File: src/rtl/storm_throttle.sv
module storm_throttle #(
  parameter int NPINS     = 8,
  parameter int THRESH    = 10000,
  parameter int DELAY_CYC = 2500000
) (
  input  logic             clk,
  input  logic             rst_n,
  input  logic [NPINS-1:0] eoi_hit,
  input  logic [NPINS-1:0] trig_level,
  input  logic [NPINS-1:0] pend,
  input  logic [NPINS-1:0] mask,
  input  logic [NPINS-1:0] remote,
  output logic [NPINS-1:0] redeliver,
  output logic [NPINS-1:0] sweep_svc,
  output logic             defer_armed
);
  localparam int CW = $clog2(THRESH + 1);
  localparam int TW = $clog2(DELAY_CYC + 1);

  logic [NPINS-1:0] go_now, storm;
  logic [TW-1:0]    tmr;
  wire              expire = defer_armed && (tmr == TW'(DELAY_CYC - 1));

  for (genvar i = 0; i < NPINS; i++) begin : g_pin
    logic [CW-1:0] cnt;
    wire ask  = eoi_hit[i] & trig_level[i];
    wire live = pend[i] & ~mask[i];
    wire top  = (cnt == CW'(THRESH - 1));

    assign go_now[i] = ask & live & ~top;
    assign storm[i]  = ask & live & top;

    always_ff @(posedge clk or negedge rst_n)
      if (!rst_n)   cnt <= '0;
      else if (ask) cnt <= go_now[i] ? cnt + CW'(1) : '0;

    a_r1_no_overflow: assert property (@(posedge clk) disable iff (!rst_n)
      cnt < CW'(THRESH));
  end

  always_ff @(posedge clk or negedge rst_n)
    if (!rst_n) redeliver <= '0;
    else        redeliver <= go_now;

  always_ff @(posedge clk or negedge rst_n)
    if (!rst_n) begin
      defer_armed <= 1'b0;
      tmr         <= '0;
      sweep_svc   <= '0;
    end else begin
      sweep_svc <= '0;
      if (expire) begin
        defer_armed <= 1'b0;
        sweep_svc   <= trig_level & pend & ~remote;
      end else if (defer_armed) begin
        tmr <= tmr + TW'(1);
      end else if (|storm) begin
        defer_armed <= 1'b1;
        tmr         <= '0;
      end
    end

  a_r1_redeliver_cause: assert property (@(posedge clk) disable iff (!rst_n)
    (redeliver & ~$past(eoi_hit & trig_level & pend & ~mask)) == '0);

  a_r4_sweep_cause: assert property (@(posedge clk) disable iff (!rst_n)
    (sweep_svc & ~$past(trig_level & pend & ~remote)) == '0);

  a_r4_sweep_ends_deferral: assert property (@(posedge clk) disable iff (!rst_n)
    (|sweep_svc) |-> (!defer_armed && $past(defer_armed)));

  a_r3_arm_cause: assert property (@(posedge clk) disable iff (!rst_n)
    $rose(defer_armed) |-> $past(|(eoi_hit & trig_level & pend & ~mask)));

  a_r5_timer_no_restart: assert property (@(posedge clk) disable iff (!rst_n)
    (defer_armed && $past(defer_armed)) |-> (tmr == $past(tmr) + TW'(1)));
endmodule

File: config.mk
export PLATFORM = sky130hd
export DESIGN_NAME = storm_throttle
export DESIGN_NICKNAME = d
export VERILOG_FILES = /design/src/rtl/storm_throttle.sv
export SDC_FILE = /design/constraint.sdc
export NUM_CORES = 1
export LEC_CHECK = 0
export BUFFER_PORTS_ARGS = -buffer_cell sky130_fd_sc_hd__buf_2
export CORE_MARGIN = 2
export CORE_UTILIZATION = 60
export DETAILED_ROUTE_END_ITERATION = 10
export PLACE_DENSITY = 0.81
export SLEW_MARGIN = 20
export SYNTH_ARGS = -nofsm -noshare
export SYNTH_HDL_FRONTEND = slang
export SYNTH_SLANG_ARGS = --single-unit
File: constraint.sdc
create_clock -name clk -period 4 [get_ports clk]
set_clock_uncertainty 0.1 [all_clocks]
set_input_delay 0.2 -clock clk [delete_from_list [all_inputs] [get_ports clk]]
set_output_delay 0.2 -clock clk [all_outputs]
set_load 0.01 [all_outputs]
; Word level (Yosys, flattened, before mapping)
; Cells that the tools add are included.
[op_classes]
n_addsub = 9
mul = 0
div_mod_pow = 0
magnitude_cmp = 0
eq_ne = 9
n_shift = 0
n_mux = 14
bitwise = 60
n_reduce_logical = 4
[op_table]
columns = cell, count
row1 = 14-bit by 1-bit adder with 14-bit output (second input constant), 8
row2 = 14-bit == test (second input constant), 8
row3 = 14-bit two-way mux, 8
row4 = 22-bit two-way mux, 2
row5 = 1-bit bitwise AND, 40
row6 = 22-bit by 1-bit adder with 22-bit output (second input constant), 1
row7 = 22-bit == test (second input constant), 1
row8 = 1-bit NOT, 17
row9 = 8-bit bitwise AND, 2
row10 = 8-bit two-way mux, 1
row11 = 8-bit NOT, 1
row12 = 8-bit OR reduction, 1
row13 = 1-bit two-way mux, 3
row14 = 2-bit AND reduction, 1
row15 = 2-bit nonzero test, 1
row16 = 1-bit logical AND, 1
[word_totals]
reg_bits = 151
latchBits = 0
ram_bits = 0
romBits = 0
output_inout_bits = 17
wordCells = 108
memories = 0

; Longest topological paths before layout
[depth]
depth_word = 8
ltp_mapped = 8

; Worst setup path after synthesis
; Ideal clock, no wire load.
[synth_timing]
path_type = register -> register
from = register tmr[0]
to = register tmr[5]
setup_time_ps = 132
arrival_ps = 1883
required_ps = 3768
slack_ps = 1885
path_stages_with_launch = 8
path_buffers = 1
synth_period_minus_slack_ps = 2115
path_cell_list = dfrtp_1 > ha_1 > and4_1 > nand2_1 > or4_1 > clkbuf_1 > a21oi_1 > o32ai_1
[synth_between]
elab_chain_len = 4
elab_cells_between_ends = 6
classes_between = 1 x add/sub / 1 x eq/ne / 1 x mux / 1 x bitwise / 2 x reduce/logical
[synth_lines]
columns = item, line_no
row1 = start: declaration, 21  ; logic [TW-1:0] tmr;
row2 = start signal: assignment, 56  ; tmr <= tmr + TW'(1);
row3 = branches (longest 4 deep; another with 22-bit by 1-bit adder with 22-bit output), --
; Several ways; the timed one is not identified.
; A chain may end at the register's enable or synchronous reset.

; Worst setup path in the final report
[layout_timing]
from = register tmr[0]
to = register sweep_svc[2]
[layout_between]
elab_chain_len = 3
[layout_lines]
columns = item, line_no
row1 = 22-bit == test, 22  ; wire expire = defer_armed && (tmr == TW'(DELAY_CYC - 1));
row2 = 1-bit logical AND, 22
row3 = 8-bit two-way mux, 52  ; if (expire) begin
row4 = end signal: assignment, 54  ; sweep_svc <= trig_level & pend & ~remote;
row5 = end: declaration, 14  ; output logic [NPINS-1:0] sweep_svc,
; No other way between the ends.

==> reports/metrics.cfg <==
[status]
outcome=complete, no violations

[sta]
drv_slew=0
hold_viol_final=0
max_freq_ghz=0.321
relSlewSlack_pct=36.4
tns_ns=0
period_minus_slack_ns=3.11
setup_violations=0
tightest_slew_ns=0.955
rsz0062_at_grt=false
post-route-period-util_pct=77.8

[global_route]
first_global_vias=6811
antenna_found_initial=0
grt_pass1_wl_um=31400
overflow=0
grt_max_degree=106
grtUsageTotal_pct=26.0

[clock_tree]
post_cts_buffers=0
cts_buffers=17
h-tree-depth=4
cts_root_buf=clkbuf_16
clk_pin_slew_ns=0.06
tritoncts=done
clock-sinks=151
clk_latency_ns=0.42
clk_path_buf_depth=2

[critical_path]
crit_required_ns=4.25
arrival_ns=3.36
worstPathMaxFanout=10
regToRegSetupSlack_ns=0.89
cp-start-kind=register
endpoint_kind=register
criticalPathCategory=register to register

[logic_synthesis]
yosysSeqAreaShare_pct=45.4
netlist-cell-type-count=65
synth.avg_cell_area_sq_um=8.86
syn_inst=940
synth_fp_nets=991
synth_edf_count=0
synthArstFlopShare_pct=100
ys_warn_count=0
syn_area_sq_um=8330
synth_ff_type=dfrtp_1
ys_seq_elements=151

[pwr]
intPower_mw=2.44
combPwrFrac_pct=4.8
power.net_switching_mw=0.711
p_seq_share_pct=49.5
p_per_area_nw_per_um2=335
p_total_mw=3.15
power_leakage_nw=4.08
power_switching_share_pct=22.5
irDropWorstVdd_uv=305
pwr-share-clk_pct=45.7

[routing]
dr.pass1.iters=5
vias_per_cell=6.12
vias=7334
drtIter0Drc=646
final_antenna_net_count=0
avgRoutedWirePerCell_um=15.5
drc=0
wl_um=18600

[floorplan]
ios=59
fp.dieArea_sq_um=14800
die_y_um=122
row_count=43
start_util_pct=60.7
coreArea_sq_um=13700
die_x_um=122

[placed_design]
post_dp_cell_area_sq_um=8720
gp_congestion=0.883
dp_cells=1150
io_buffer_count=58
dp_hpwl_um=11900

[run]
drv_cap=0

[final_layout]
nets=1058
fin_cells=1198
utilization_pct=68.7
final_area_sq_um=9420
drive_gt1_share_pct=11.1
n_fill_cell=1090
n_antenna_cell=0
syn2layout_area_growth_pct=13.1

[min_path]
hold_path_class=input pin to register

through the flow:
step / worst slack [ns] / hold WS, ns
6_report: 0.888 / 0.0199
5_1_grt: 0.758 / 0.0640
4_1_cts: 0.897 / 0.0115
3_5_place_dp: 1.18 / 0.258
3_3_place_gp: 1.28 / 0.256
2_1_floorplan: 1.89 / -0.196
state kept, by name, summed over array words and instances, names as in the netlist:
| signal | cells |
|---|---|
| sweep_svc | 8 |
| redeliver | 8 |
| g_pin.cnt | 112 |
| tmr | 22 |
| defer_armed | 1 |
critical path, stage by stage (launching register included):
cell           delay [ns]
dfrtp_1              0.47
ha_1                 0.30
and4_1               0.24
nand2_1              0.11
or4_1                0.92
nor3_1               0.31
dlygate4sd3_1        0.59
cell usage in the layout (no fill, tap or decap), types with 4 or more instances in the layout:
cell,n
dfrtp_1,151
nand2_1,145
o21ai_0,126
nand3_1,61
buf_2,57
nor3_1,52
nor2_1,46
a22o_1,24
inv_1,19
dlygate4sd3_1,18
a21oi_1,17
and3_1,17
xnor2_1,17
clkbuf_16,17
xor2_1,16
nand4_1,14
nor4_1,14
nand4b_1,13
and2_1,12
nand2b_1,11
or3_1,11
o31ai_1,9
o21bai_1,9
a21o_1,9
ha_1,9
or4b_1,8
nor3b_1,8
inv_2,7
or4_1,7
nor4_2,6
nand3b_1,6
a31oi_1,6
o211ai_1,5
or3b_1,4
and4_1,4
mux2i_1,4
clkinv_2,4
clkbuf_1,4
cell usage after synthesis, drive strengths merged, types with 3 or more instances:
master  count  area [sq um]
nor2b       3          18.8
a21oi      17          85.1
o21ai     128           641
and2       13          81.3
a22o       24           210
nand3b      6          45.0
xor2       16           140
ha          9           113
dfrtp     151          3780
nand2     145           544
or3b        7          61.3
o211ai      5          37.5
a22oi       3          22.5
nand3      62           315
or2         3          18.8
buf        16           101
nor2       46           173
clkbuf     15          56.3
a21o        9          67.6
nand4b     13           114
nor3b       8          60.1
mux2i       4          40.0
o31ai       9          67.6
nand4      14          87.6
and4        4          35.0
inv        26          97.6
a31oi       6          37.5
or3        11          68.8
nand2b     11          68.8
or4         8          63.8
or4b        9          93.8
o21bai      9          67.6
and3       17           106
nor4       23           226
nor3       52           260
xnor2      17           149
power groups by stage:
| stage | logic, mW | clock network (mW) | registers (mW) |
|---|---|---|---|
| after floorplan | 0.0699 | 0 | 1.59 |
| after global placement | 0.139 | 0 | 1.59 |
| after detailed placement | 0.142 | 0 | 1.59 |
| after CTS | 0.153 | 1.47 | 1.56 |
| after global routing | 0.173 | 1.54 | 1.56 |
| final | 0.151 | 1.44 | 1.56 |
cell families after synthesis:
logic type	after synthesis	synth area share, %
flip-flops	151	45.4
XOR/XNOR	33	3.47
multiplexers	5	0.616
buffers and inverters	58	3.11
AO/OA/AOI/OAI	226	16.5
adder cells (fa/ha/maj)	9	1.35
AND/OR/NAND/NOR	458	29.6
layer usage:
layer	part of all wire, %	global-route usage [%]
met4	1.1	8.69
met2	49	41.6
met1	46	35.2
met3	4.2	5.71
met5	0	0
timing repair:
item                                   4_1_cts  5_1_grt
endpoints found under the hold margin      112        0
resized for setup                            0        0
hold buffers                                18        0
layout make-up:
class	instances	area, sq um	area share, %
Timing Repair Buffer	79	499	5.30
Inverter	27	101	1.08
Clock buffer	21	440	4.68
Tap cell	180	225	2.39
Clock inverter	9	81.3	0.863
Sequential cell	151	3780	40.1
Multi-Input combinational cell	731	4290	45.6
worst paths after layout:
kind                                         startpoint                           end  cells past startpoint
max in group asynchronous                         rst_n  g_pin[1].cnt[12]$_DFFE_PN0P_                      3
min in group asynchronous                         rst_n  g_pin[0].cnt[10]$_DFFE_PN0P_                      2
max                                  tmr[0]$_DFFE_PN0P_        sweep_svc[2]$_DFF_PN0_                      6
min                                             mask[7]   g_pin[7].cnt[2]$_DFFE_PN0P_                      4
min reg2reg                g_pin[7].cnt[10]$_DFFE_PN0P_  g_pin[7].cnt[10]$_DFFE_PN0P_                      1
max reg2reg                          tmr[0]$_DFFE_PN0P_        sweep_svc[2]$_DFF_PN0_                      6
Power figures use the tool's default switching activity.
